[src/rtl/vc_pkg.sv]
package vc_pkg;
    localparam int VC_ENTRIES = 4;
    localparam int VC_ADDR_W  = 16;
    localparam int VC_DATA_W  = 32;
    localparam int VC_IDX_W   = (VC_ENTRIES > 1) ? $clog2(VC_ENTRIES) : 1;

    typedef logic [VC_ADDR_W-1:0] blk_addr_t;
    typedef logic [VC_DATA_W-1:0] blk_data_t;
    typedef logic [VC_IDX_W-1:0]  idx_t;

    typedef struct packed {
        logic      valid;
        logic      dirty;
        blk_addr_t addr;
        blk_data_t data;
    } vc_entry_t;

    function automatic idx_t onehot_to_idx(input logic [VC_ENTRIES-1:0] oh);
        idx_t r;
        r = '0;
        for (int k = 0; k < VC_ENTRIES; k++) begin
            if (oh[k]) r = idx_t'(k);
        end
        return r;
    endfunction

    function automatic idx_t ring_next(input idx_t p, input int n);
        if (p == idx_t'(n - 1)) return '0;
        return p + idx_t'(1);
    endfunction
endpackage

[src/rtl/vc_match.sv]
module vc_match
    import vc_pkg::*;
#(
    parameter int N = VC_ENTRIES
) (
    input  vc_entry_t        ent [N],
    input  logic             key_en,
    input  blk_addr_t        key,
    output logic [N-1:0]     hit_vec,
    output logic             any_hit,
    output idx_t             hit_idx
);
    for (genvar g = 0; g < N; g++) begin : g_cmp
        assign hit_vec[g] = key_en && ent[g].valid && (ent[g].addr == key);
    end

    assign any_hit = |hit_vec;
    assign hit_idx = onehot_to_idx(hit_vec);
endmodule

[src/rtl/vc_repl_ptr.sv]
module vc_repl_ptr
    import vc_pkg::*;
#(
    parameter int N = VC_ENTRIES
) (
    input  logic clk,
    input  logic rst,
    input  logic adv,
    output idx_t ptr
);
    always_ff @(posedge clk) begin
        if (rst)      ptr <= '0;
        else if (adv) ptr <= ring_next(ptr, N);
    end

    assert_ptr_range_R7: assert property (@(posedge clk) disable iff (rst)
        int'(ptr) < N);

    assert_ptr_step_R7: assert property (@(posedge clk) disable iff (rst)
        !adv |=> $stable(ptr));
endmodule

[src/rtl/vc_entry_array.sv]
module vc_entry_array
    import vc_pkg::*;
#(
    parameter int N = VC_ENTRIES
) (
    input  logic      clk,
    input  logic      rst,
    input  logic      clr_en,
    input  idx_t      clr_idx,
    input  logic      wr_en,
    input  idx_t      wr_idx,
    input  vc_entry_t wr_entry,
    output vc_entry_t ent [N]
);
    logic [N-1:0] valid_vec;

    for (genvar g = 0; g < N; g++) begin : g_slot
        always_ff @(posedge clk) begin
            if (rst) begin
                ent[g] <= '0;
            end else if (wr_en && wr_idx == idx_t'(g)) begin
                ent[g] <= wr_entry;
            end else if (clr_en && clr_idx == idx_t'(g)) begin
                ent[g].valid <= 1'b0;
            end
        end
        assign valid_vec[g] = ent[g].valid;
    end

    assert_reset_clear_R1: assert property (@(posedge clk)
        rst |=> (valid_vec == '0));
endmodule

[src/rtl/victim_cache.sv]
module victim_cache
    import vc_pkg::*;
(
    input  logic                 clk,
    input  logic                 rst,
    input  logic                 lk_valid,
    input  logic [VC_ADDR_W-1:0] lk_addr,
    input  logic                 ev_valid,
    input  logic [VC_ADDR_W-1:0] ev_addr,
    input  logic [VC_DATA_W-1:0] ev_data,
    input  logic                 ev_dirty,
    output logic                 rsp_valid,
    output logic                 rsp_hit,
    output logic [VC_DATA_W-1:0] rsp_data,
    output logic                 rsp_dirty,
    output logic                 mem_req_valid,
    output logic [VC_ADDR_W-1:0] mem_req_addr,
    output logic                 wb_valid,
    output logic [VC_ADDR_W-1:0] wb_addr,
    output logic [VC_DATA_W-1:0] wb_data
);
    vc_entry_t             ent [VC_ENTRIES];
    logic [VC_ENTRIES-1:0] lk_vec, ev_vec;
    logic                  lk_hit, ev_hit;
    idx_t                  lk_idx, ev_idx, ptr;
    logic                  clr_en, wr_en, adv, push_wb;
    idx_t                  wr_idx;
    vc_entry_t             wr_entry, hit_ent, out_ent;

    vc_match #(.N(VC_ENTRIES)) u_lk_match (
        .ent(ent), .key_en(lk_valid), .key(lk_addr),
        .hit_vec(lk_vec), .any_hit(lk_hit), .hit_idx(lk_idx)
    );

    vc_match #(.N(VC_ENTRIES)) u_ev_match (
        .ent(ent), .key_en(ev_valid), .key(ev_addr),
        .hit_vec(ev_vec), .any_hit(ev_hit), .hit_idx(ev_idx)
    );

    vc_repl_ptr #(.N(VC_ENTRIES)) u_ptr (
        .clk(clk), .rst(rst), .adv(adv), .ptr(ptr)
    );

    vc_entry_array #(.N(VC_ENTRIES)) u_store (
        .clk(clk), .rst(rst),
        .clr_en(clr_en), .clr_idx(lk_idx),
        .wr_en(wr_en), .wr_idx(wr_idx), .wr_entry(wr_entry),
        .ent(ent)
    );

    // Placement of the offered block: merge, swap, or round-robin insert.
    always_comb begin
        hit_ent  = ent[lk_idx];
        out_ent  = ent[ptr];
        clr_en   = lk_hit;
        wr_en    = 1'b0;
        adv      = 1'b0;
        push_wb  = 1'b0;
        wr_idx   = ptr;
        wr_entry = '{valid: 1'b1, dirty: ev_dirty, addr: ev_addr, data: ev_data};
        if (ev_valid) begin
            wr_en = 1'b1;
            if (ev_hit) begin
                wr_idx         = ev_idx;
                wr_entry.dirty = ev_dirty | ent[ev_idx].dirty;
            end else if (lk_hit) begin
                wr_idx = lk_idx;
            end else begin
                adv     = 1'b1;
                push_wb = out_ent.valid & out_ent.dirty;
            end
        end
    end

    always_ff @(posedge clk) begin
        if (rst) begin
            rsp_valid     <= 1'b0;
            rsp_hit       <= 1'b0;
            rsp_data      <= '0;
            rsp_dirty     <= 1'b0;
            mem_req_valid <= 1'b0;
            mem_req_addr  <= '0;
            wb_valid      <= 1'b0;
            wb_addr       <= '0;
            wb_data       <= '0;
        end else begin
            rsp_valid     <= lk_valid;
            rsp_hit       <= lk_hit;
            rsp_data      <= lk_hit ? hit_ent.data : '0;
            rsp_dirty     <= lk_hit & hit_ent.dirty;
            mem_req_valid <= lk_valid & ~lk_hit;
            mem_req_addr  <= lk_addr;
            wb_valid      <= push_wb;
            wb_addr       <= out_ent.addr;
            wb_data       <= out_ent.data;
        end
    end

    logic dup_c;
    always_comb begin
        dup_c = 1'b0;
        for (int i = 0; i < VC_ENTRIES; i++) begin
            for (int j = i + 1; j < VC_ENTRIES; j++) begin
                if (ent[i].valid && ent[j].valid && ent[i].addr == ent[j].addr)
                    dup_c = 1'b1;
            end
        end
    end

    assert_no_dup_R9: assert property (@(posedge clk) disable iff (rst)
        !dup_c);

    assert_match_onehot_R9: assert property (@(posedge clk) disable iff (rst)
        $onehot0(lk_vec) && $onehot0(ev_vec));

    assert_miss_request_R4: assert property (@(posedge clk) disable iff (rst)
        (lk_valid && !lk_hit) |=> (mem_req_valid && !rsp_hit && mem_req_addr == $past(lk_addr)));

    assert_hit_no_request_R3: assert property (@(posedge clk) disable iff (rst)
        (lk_valid && lk_hit) |=> (rsp_hit && !mem_req_valid));

    assert_wb_from_insert_R8: assert property (@(posedge clk) disable iff (rst)
        wb_valid |-> ($past(ev_valid) && !$past(ev_hit) && !$past(lk_hit)));

    assert_idle_quiet_R11: assert property (@(posedge clk) disable iff (rst)
        (!lk_valid && !ev_valid) |=> (!rsp_valid && !mem_req_valid && !wb_valid));

    assert_resp_follows_req_R2: assert property (@(posedge clk) disable iff (rst)
        rsp_valid |-> $past(lk_valid));
endmodule

[config.mk]
export PLATFORM = sky130hd
export DESIGN_NAME = victim_cache
export DESIGN_NICKNAME = d
export VERILOG_FILES = /design/src/rtl/vc_pkg.sv /design/src/rtl/vc_match.sv /design/src/rtl/vc_repl_ptr.sv /design/src/rtl/vc_entry_array.sv /design/src/rtl/victim_cache.sv
export SDC_FILE = /design/constraint.sdc
export NUM_CORES = 1
export LEC_CHECK = 0
export BUFFER_PORTS_ARGS = -buffer_cell sky130_fd_sc_hd__clkbuf_2
export CORE_UTILIZATION = 60
export DETAILED_ROUTE_END_ITERATION = 16
export GPL_ROUTABILITY_DRIVEN = 0
export PLACE_DENSITY = 0.86
export SKIP_CTS_REPAIR_TIMING = 1
export SLEW_MARGIN = 20
export SYNTH_ARGS = -nofsm -noshare
export SYNTH_HDL_FRONTEND = slang
export SYNTH_HIERARCHICAL = 1
export SYNTH_SLANG_ARGS = --single-unit
[constraint.sdc]
create_clock -name clk -period 5.7 [get_ports clk]
set_input_delay 0.285 -clock clk [delete_from_list [all_inputs] [get_ports clk]]
set_output_delay 0.285 -clock clk [all_outputs]
set_load 0.03 [all_outputs]
==> impl_results.md, run 1 <==
* Status: complete, but fails checks
* Failing checks: negative hold slack
* Peak supply drop at 0.260 mV
* Vias in the first global route at 11000
* Final nets at 1600
* TNS Setup at 0 ns
* FP Rows at 54
* Reg-to-reg startpoint: u_store/ent[92]$_SDFFE_PP0P_
* Hpwl dp at 22300 microns
* Die width at 153 microns
* Least-Margin Pin Slew at 1.01 ns
* Max frequency at 218 MHz
* Num CTS Buffers at 30
* Full die area at 0.0234 sq mm
* Total Power at 0.00490 W
* Cell Pwr Density at 316 mW/mm^2
* Initial drt markers at 1601
* Overall global routing resource usage at 31.1%
* Slowest CP cell: or3b_2
* Max-cap viol count at 0
* R2R depth at 12
* Min-Delay Path Class: in -> reg
* Worst EP required at 6.17 ns
* Port Buffer Count at 169
* Area grow syn2layout at 13.5%
* Hold WS at -0.00526 ns
* # setup viols final at 0
* Total global routing overflow at 0
* Worst r2r dst: u_store/ent[166]$_SDFFE_PP0P_
* Final Hold Fails at 5
* Arr. time, crit path at 5.05 ns
* Clk sinks at 303
* CTS tree: built
* Initial antenna violation count at 0
* Root buffer cell: clkbuf_16
* Initial Util at 61.9%
* Commonest cells after routing, fill and taps aside: nand2_1, dfxtp_1, a21oi_1
* Commonest non-fill, non-tap cell in the layout: nand2_1
* CP bufs+invs at 1
* WS Path Type: reg -> reg
* Via density at 6.25
* Core area at 0.0221 sq mm
* Drc violations at 0
* Fin util at 70.2%
* CP Launch Type: flip-flop
* Hold Path Cell Cnt at 3
* CP delay by family, top: simple AND/OR/NAND/NOR gates
* Layout cells sized above 1 at 20.5%
* Largest net degree at the start of global routing at 95
* Global-route wire length before repair at 57800 microns
* Placed cells at 1772
* Synthesized netlist cell count at 1422
* Max-slew violation count at 0
* Critical path depth in cells at 12
* Mapped Avg Cell Area at 9.62 sq um
* Leakage at 5.62 nW
* Final worst-path cycle share at 80.3%
* Post-Place Cell Area at 0.0144 sq mm
* R2R Setup Slk at 1.12 ns
* # fillers at 1540
* Non-Filler Instances at 1834
* CP peak stage delay at 0.85 ns
* Final instance area at 0.0155 sq mm
* Crit Path Max Fanout at 34
* CTS max path bufs at 3
* Skew-Pair Late Insertion Delay at 0.57 ns
* Clk pin slew, worst setup/hold paths at 0.07 ns
* RSZ-0062 raised after global routing: false
* Die H at 153 microns
* # diodes at 0
* Worst hold start: ev_data[18]
* Drt pass-1 iters at 6
* Routed wire length at 37800 microns
* Final ANT Viol Nets at 0
* Syn. warnings at 6
* H-tree Lvls at 1
* Setup Skew at 0.0174 ns
* IO Pins at 170
* Via count at 11500
* Min-Delay Endpoint: u_store/ent[68]$_SDFFE_PP0P_
* Mapped cell area at 0.0137 sq mm
* Routed length per instance at 20.6 microns
* Cell chain of the critical path: xnor2_4 > nand4_1 > or4_1 > or4_4 > nand4_1 > nor2b_1 > a22o_1 > a22o_1 > or3b_2 > buf_4 > nand2_1 > a21oi_1
* Rel. slew slack at 32.6%
* Crit path capture type: flip-flop
* Period minus WS final at 4.58 ns
sequential cells by signal, indices dropped and copies added, names as in the netlist:
| signal | flops |
|---|---|
| wb_addr | 16 |
| u_ptr/ptr | 2 |
| u_store/ent | 200 |
| mem_req_addr | 16 |
| mem_req_valid | 1 |
| rsp_valid | 1 |
| rsp_hit | 1 |
| wb_data | 32 |
| rsp_dirty | 1 |
| rsp_data | 32 |
| wb_valid | 1 |
where the power goes:
group / internal (W) / switching [W] / total, W
clock network: 0.00128 / 0.000846 / 0.00213
registers: 0.00219 / 0.0000583 / 0.00225
logic: 0.000208 / 0.000318 / 0.000526
total: 0.00368 / 0.00122 / 0.00490
through the flow:
stage               hold WS [ns]  worst slack (ns)
floorplan                  0.354              2.13
global placement           0.448              1.55
detailed placement         0.459              1.42
CTS                      -0.0200              1.28
global route             0.00237              1.03
finish                  -0.00526              1.12
routing by layer:
layer / global-route usage, % / share of wire, % / vias up
li1: - / - / 5031
met1: 39.9 / 38 / 5435
met2: 50.7 / 47 / 860
met3: 6.49 / 11 / 141
met4: 14.0 / 4.0 / 0
met5: 0 / 0 / -
worst min-delay path, stage by stage:
cell and delay, ns:
clkbuf_2 0.12, nand2_1 0.06, a21oi_1 0.05
final cells by class:
cell class | instances | area (sq um) | share of cell area, %
multi-input cells | 999 | 6940 | 44.7
flip-flops and latches | 303 | 6070 | 39.1
repair buffers | 192 | 1050 | 6.74
clock buffers | 43 | 900 | 5.80
well taps | 280 | 350 | 2.26
clock inverters | 13 | 190 | 1.23
inverters | 4 | 17.5 | 0.113
worst max path at each step:
stage	from	end	slack, ns
after floorplan	u_store/ent[92]$_SDFFE_PP0P_	u_store/ent[199]$_SDFFE_PP0P_	2.13
after global placement	u_store/ent[92]$_SDFFE_PP0P_	u_store/ent[181]$_SDFFE_PP0P_	1.55
after detailed placement	u_store/ent[92]$_SDFFE_PP0P_	u_store/ent[77]$_SDFFE_PP0P_	1.42
after CTS	u_store/ent[92]$_SDFFE_PP0P_	u_store/ent[166]$_SDFFE_PP0P_	1.28
after global routing	u_store/ent[92]$_SDFFE_PP0P_	u_store/ent[166]$_SDFFE_PP0P_	1.03
final	u_store/ent[92]$_SDFFE_PP0P_	u_store/ent[166]$_SDFFE_PP0P_	1.12
Power figures use the tool's default switching activity.
==> inputs of run 2 (changes only) <==
--- a/config.mk
+++ b/config.mk
@@ -5,11 +5,12 @@
 export SDC_FILE = /design/constraint.sdc
 export NUM_CORES = 1
 export LEC_CHECK = 0
+export ABC_AREA = 1
 export BUFFER_PORTS_ARGS = -buffer_cell sky130_fd_sc_hd__clkbuf_2
-export CORE_UTILIZATION = 60
+export CORE_UTILIZATION = 59
 export DETAILED_ROUTE_END_ITERATION = 16
 export GPL_ROUTABILITY_DRIVEN = 0
-export PLACE_DENSITY = 0.86
+export PLACE_DENSITY = 0.84
 export SKIP_CTS_REPAIR_TIMING = 1
 export SLEW_MARGIN = 20
 export SYNTH_ARGS = -nofsm -noshare
==> constraint.sdc (replaced) <==
create_clock -name clk -period 4.6 [get_ports clk]
set_input_delay 0.23 -clock clk [delete_from_list [all_inputs] [get_ports clk]]
set_output_delay 0.23 -clock clk [all_outputs]
set_load 0.03 [all_outputs]
==> run 2 against run 1 <==
Compared with the run above: the flow still finishes with violations (negative hold slack); via count up 46%; clock skew down 0.0033 ns; routed wire length up 32%; synthesized cell count up 74%; power up 34%; clock power up 22%; utilization down 0.92 points; non-clock buffer count up 38; register-to-register slack worse by 0.74 ns; flip-flop and latch count unchanged; global-route usage up 5.6 points; design area up 13%; critical endpoint is now u_store/ent[84]$_SDFFE_PP0P_.
==> impl_results.md, run 2 <==
* Min-Delay Path Class: in -> reg
* Max-slew violation count at 0
* Via density at 5.66
* FP Rows at 58
* CP delay by family, top: simple AND/OR/NAND/NOR gates
* Most flop-heavy register: u_store/ent
* Mapped Avg Cell Area at 6.20 sq um
* TNS Setup at 0 ns
* Layout cells sized above 1 at 11.3%
* Area grow syn2layout at 14.5%
* WS Path Type: reg -> reg
* Synthesized netlist cell count at 2478
* Clk sinks at 303
* Commonest cells after routing, fill and taps aside: nand2_1, nor2_1, inv_1
* Max frequency at 237 MHz
* Reg-to-reg startpoint: u_store/ent[45]$_SDFFE_PP0P_
* CP Launch Type: flip-flop
* Cell Pwr Density at 372 mW/mm^2
* Peak supply drop at 0.284 mV
* Vias in the first global route at 15300
* Hold WS at -0.0548 ns
* H-tree Lvls at 1
* Non-Filler Instances at 2954
* Final ANT Viol Nets at 0
* CP startpoint: u_store/ent[45]$_SDFFE_PP0P_
* Biggest regs: u_store/ent: 200 flops, rsp_data: 32 flops, wb_data: 32 flops
* Worst EP required at 5.06 ns
* # fillers at 2182
* Port Buffer Count at 169
* Mapped cell area at 0.0154 sq mm
* Largest net degree at the start of global routing at 110
* Overall global routing resource usage at 36.7%
* Skew-Pair Late Insertion Delay at 0.59 ns
* Initial antenna violation count at 2
* Worst hold start: ev_data[25]
* RSZ-0062 raised after global routing: false
* Initial Util at 60.5%
* Failing checks: negative hold slack
* Via count at 16700
* # setup viols final at 0
* CTS max path bufs at 3
* Die width at 163 microns
* Drt pass-1 iters at 7
* Full die area at 0.0267 sq mm
* Hpwl dp at 29800 microns
* Commonest non-fill, non-tap cell in the layout: nand2_1
* CTS tree: built
* Crit Path Max Fanout at 49
* Grt met1 use at 48.4%
* Max reg flops at 200
* Max-cap viol count at 0
* Met3 usage at 7.16%
* IO Pins at 170
* Global-route wire length before repair at 78100 microns
* CP bufs+invs at 3
* Core area at 0.0254 sq mm
* Met2 global-route usage at 55.8%
* Total Power at 0.00656 W
* Routed length per instance at 16.9 microns
* Num CTS Buffers at 31
* Most frequent CP cell: nor2_1
* Syn. warnings at 6
* Status: complete, but fails checks
* Final Hold Fails at 9
* Clk pin slew, worst setup/hold paths at 0.06 ns
* Top Usage Layer GRT: met2
* Period minus WS final at 4.22 ns
* Arr. time, crit path at 4.67 ns
* Root buffer cell: clkbuf_16
* Slowest CP cell: clkinv_2
* Rel. slew slack at 22.6%
* CP peak stage delay at 0.77 ns
* Final nets at 2670
* Leakage at 8.36 nW
* Drc violations at 0
* Crit path capture type: flip-flop
* Setup Skew at 0.0140 ns
* Final worst-path cycle share at 91.7%
* Total global routing overflow at 0
* Placed cells at 2854
* Routed wire length at 49900 microns
* Cell chain of the critical path: inv_1 > nand2_1 > nand2_1 > nor2_1 > nand2_1 > nor2_1 > nand3_1 > nand2_2 > buf_4 > nor2_1 > a21oi_1 > nand2_1 > o21ai_0 > nand2_2 > nor2_4 > clkinv_2 > nor2_1 > nor2_1
* Least-Margin Pin Slew at 1.16 ns
* Initial drt markers at 2530
* Die H at 163 microns
[run 2: cell type report]
cell class / instances / area [sq um] / share of cell area, %
Antenna cell: 2 / 5.00 / 0.0284
Clock buffer: 43 / 901 / 5.12
Sequential cell: 303 / 6070 / 34.5
Timing Repair Buffer: 230 / 1430 / 8.13
Multi-Input combinational cell: 1673 / 7270 / 41.3
Inverter: 361 / 1360 / 7.73
Clock inverter: 12 / 154 / 0.874
Tap cell: 330 / 413 / 2.35
[run 2: routing by layer]
metal | up-vias | part of all wire (%)
li1 | 7845 | -
met1 | 7383 | 38
met2 | 1253 | 44
met3 | 238 | 13
met4 | 0 | 5.0
met5 | - | 0
[run 2: final timing paths]
| check | endpoint | slack (ns) | cells past startpoint |
|---|---|---|---|
| worst max-delay path | u_store/ent[84]$_SDFFE_PP0P_ | 0.38 | 18 |
| worst min-delay path | u_store/ent[25]$_SDFFE_PP0P_ | -0.05 | 3 |
| worst max register to register | u_store/ent[84]$_SDFFE_PP0P_ | 0.38 | 18 |
| worst min register to register | u_store/ent[116]$_SDFFE_PP0P_ | 0.46 | 2 |
[run 2: metrics by stage]
stage / area [sq um] / hold WS, ns / worst slack, ns / utilization, %
after global routing: 17600 / -0.00742 / 0.120 / 69.3
after CTS: 17100 / -0.0909 / 0.692 / 67.5
after global placement: 16100 / 0.449 / 0.731 / 63.3
after floorplan: 15400 / 0.337 / 2.10 / -
after detailed placement: 16100 / 0.452 / 0.595 / 63.3
final: 17600 / -0.0548 / 0.382 / 69.3
[run 2: power by group]
part           total, W  internal [W]  switching [W]
Combinational   0.00107      0.000327       0.000740
Sequential      0.00289       0.00277       0.000116
Clock           0.00260       0.00153        0.00107
[run 2: worst min-delay path: cells and delay by family]
kind          cells  cell delay [ns]
simple gates      2             0.14
buf+inv           1             0.12
==> inputs of run 3 (changes only) <==
--- a/config.mk
+++ b/config.mk
@@ -6,11 +6,11 @@
 export NUM_CORES = 1
 export LEC_CHECK = 0
 export ABC_AREA = 1
-export BUFFER_PORTS_ARGS = -buffer_cell sky130_fd_sc_hd__clkbuf_2
-export CORE_UTILIZATION = 59
+export CORE_UTILIZATION = 60
 export DETAILED_ROUTE_END_ITERATION = 16
+export DONT_BUFFER_PORTS = 1
 export GPL_ROUTABILITY_DRIVEN = 0
-export PLACE_DENSITY = 0.84
+export PLACE_DENSITY = 0.8
 export SKIP_CTS_REPAIR_TIMING = 1
 export SLEW_MARGIN = 20
 export SYNTH_ARGS = -nofsm -noshare
==> run 3 against run 2 <==
Compared with the run above: the run still ends with negative hold slack left; non-clock buffer count fell by 120; clock skew rose by 0.0079 ns; flip-flop and latch count did not move; cell count fell by 4.1%; clock power fell by 5%.
==> impl_results.md, run 3 (same netlist as run 2, synthesis figures left out) <==
* Core area at 0.0252 sq mm
* Routed wire length at 50500 microns
* IO Pins at 170
* Initial antenna violation count at 0
* H-tree Lvls at 1
* # setup viols final at 0
* Crit path capture type: flip-flop
* Final ANT Viol Nets at 0
* Vias in the first global route at 14800
* Post-Place Cell Area at 0.0153 sq mm
* Biggest regs: u_store/ent: 200 flops, rsp_data: 32 flops, wb_data: 32 flops
* Max-slew violation count at 0
* FP Rows at 58
* Arr. time, crit path at 4.48 ns
* Fin util at 68.4%
* CP Launch Type: flip-flop
* Max reg flops at 200
* Initial drt markers at 2282
* Largest net degree at the start of global routing at 119
* CTS max path bufs at 3
* Die width at 162 microns
* Slowest CP cell: clkinv_2
* Total global routing overflow at 0
* CTS tree: built
* Hpwl dp at 28900 microns
* Drc violations at 0
* Port Buffer Count at 0
* Commonest cells after routing, fill and taps aside: nand2_1, nor2_1, inv_1
* Final worst-path cycle share at 87.9%
* Most flop-heavy register: u_store/ent
* # fillers at 2152
* Status: complete, but fails checks
* Area grow syn2layout at 12.0%
* Drt pass-1 iters at 7
* Final Hold Fails at 1
* Commonest non-fill, non-tap cell in the layout: nand2_1
* Full die area at 0.0263 sq mm
* Period minus WS final at 4.04 ns
* Cell Pwr Density at 368 mW/mm^2
* Failing checks: negative hold slack
* Hold WS at -0.0120 ns
* Final instance area at 0.0172 sq mm
* Max-cap viol count at 0
* WS Path Type: reg -> reg
* Die H at 162 microns
* Final nets at 2550
* Setup Skew at 0.0219 ns
* TNS Setup at 0 ns
* Crit Path Max Fanout at 49
* Clk pin slew, worst setup/hold paths at 0.06 ns
* Global-route wire length before repair at 76500 microns
* CP peak stage delay at 0.80 ns
* Root buffer cell: clkbuf_16
* Via density at 5.76
* RSZ-0062 raised after global routing: false
* Via count at 16300
* Skew-Pair Late Insertion Delay at 0.57 ns
* Leakage at 7.74 nW
* Clk sinks at 303
* Worst EP required at 5.04 ns
* Peak supply drop at 0.321 mV
* Most frequent CP cell: nor2_1
* Routed length per instance at 17.8 microns
* Least-Margin Pin Slew at 1.19 ns
* Num CTS Buffers at 31
* Rel. slew slack at 20.5%
* Initial Util at 61.0%
* Overall global routing resource usage at 36.3%
* Total Power at 0.00633 W
* Layout cells sized above 1 at 5.04%
* Cell chain of the critical path: inv_1 > nand2_1 > nand2_1 > nor2_1 > nand2_1 > nor2_1 > nand3_1 > nand2_2 > buf_4 > nor2_1 > a21oi_1 > nand2_1 > o21ai_0 > nand2_2 > nor2_4 > clkinv_2 > nor2_1 > nor2_1
* Max frequency at 247 MHz
* Min-Delay Path Class: in -> reg
## run 3: cell types whose count changed in the layout (fill, tap and decap cells not counted), sizes merged
cell | before | now
clkbuf | 211 | 46
dlygate4sd3 | 42 | 89
clkinv | 15 | 12
bufinv | 3 | 1
clkinvlp | 0 | 2
buf | 20 | 21
diode | 2 | 1
## run 3: worst paths after layout
path / startpoint / endpoint / slack, ns / cells after the start
hold / removal: rst / wb_valid$_SDFF_PP0_ / -0.01 / 5
setup reg to reg: u_store/ent[38]$_SDFFE_PP0P_ / u_store/ent[65]$_SDFFE_PP0P_ / 0.56 / 18
hold reg to reg: u_store/ent[128]$_SDFFE_PP0P_ / u_store/ent[128]$_SDFFE_PP0P_ / 0.46 / 2
setup / recovery: u_store/ent[38]$_SDFFE_PP0P_ / u_store/ent[65]$_SDFFE_PP0P_ / 0.56 / 18
## run 3: final cells by class
class / count / area, sq um / area share, %
sequential: 303 / 6070 / 35.3
clock inverter: 9 / 82.6 / 0.480
timing repair buffer: 110 / 1100 / 6.42
inverter: 361 / 1360 / 7.90
clock buffer: 46 / 912 / 5.30
antenna: 1 / 2.50 / 0.0145
multi-input combinational: 1673 / 7270 / 42.2
tap: 330 / 413 / 2.40
## run 3: routing by layer
| metal | vias to the layer above | GRT usage (%) | share of wire (%) |
|---|---|---|---|
| met5 | - | 0 | 0 |
| met3 | 208 | 6.72 | 14 |
| met4 | 0 | 16.7 | 4.2 |
| met2 | 1213 | 58.0 | 44 |
| met1 | 7281 | 47.4 | 39 |
| li1 | 7606 | - | - |
## run 3: power breakdown
group / total [W] / switching (W) / internal, W
logic: 0.000894 / 0.000591 / 0.000303
clock network: 0.00246 / 0.00104 / 0.00142
registers: 0.00298 / 0.000207 / 0.00277
total: 0.00633 / 0.00184 / 0.00449
## run 3: worst max-delay path, delay by kind of cell (launching register included)
kind	cells	cell delay, ns
AND/OR/NAND/NOR	13	1.74
flip-flops	1	0.46
AO/OA/AOI/OAI	2	0.38
buffers and inverters	3	1.34
## run 3: metrics by stage
| stage | instances | setup WS (ns) | hold WS [ns] |
|---|---|---|---|
| 6_report | 2833 | 0.559 | -0.0120 |
| 3_5_place_dp | 2686 | 0.934 | 0.316 |
| 3_3_place_gp | 2685 | 1.03 | 0.318 |
| 5_1_grt | 2832 | 0.363 | 0.00496 |
| 4_1_cts | 2741 | 0.916 | -0.270 |
| 2_1_floorplan | 2479 | 2.10 | 0.337 |
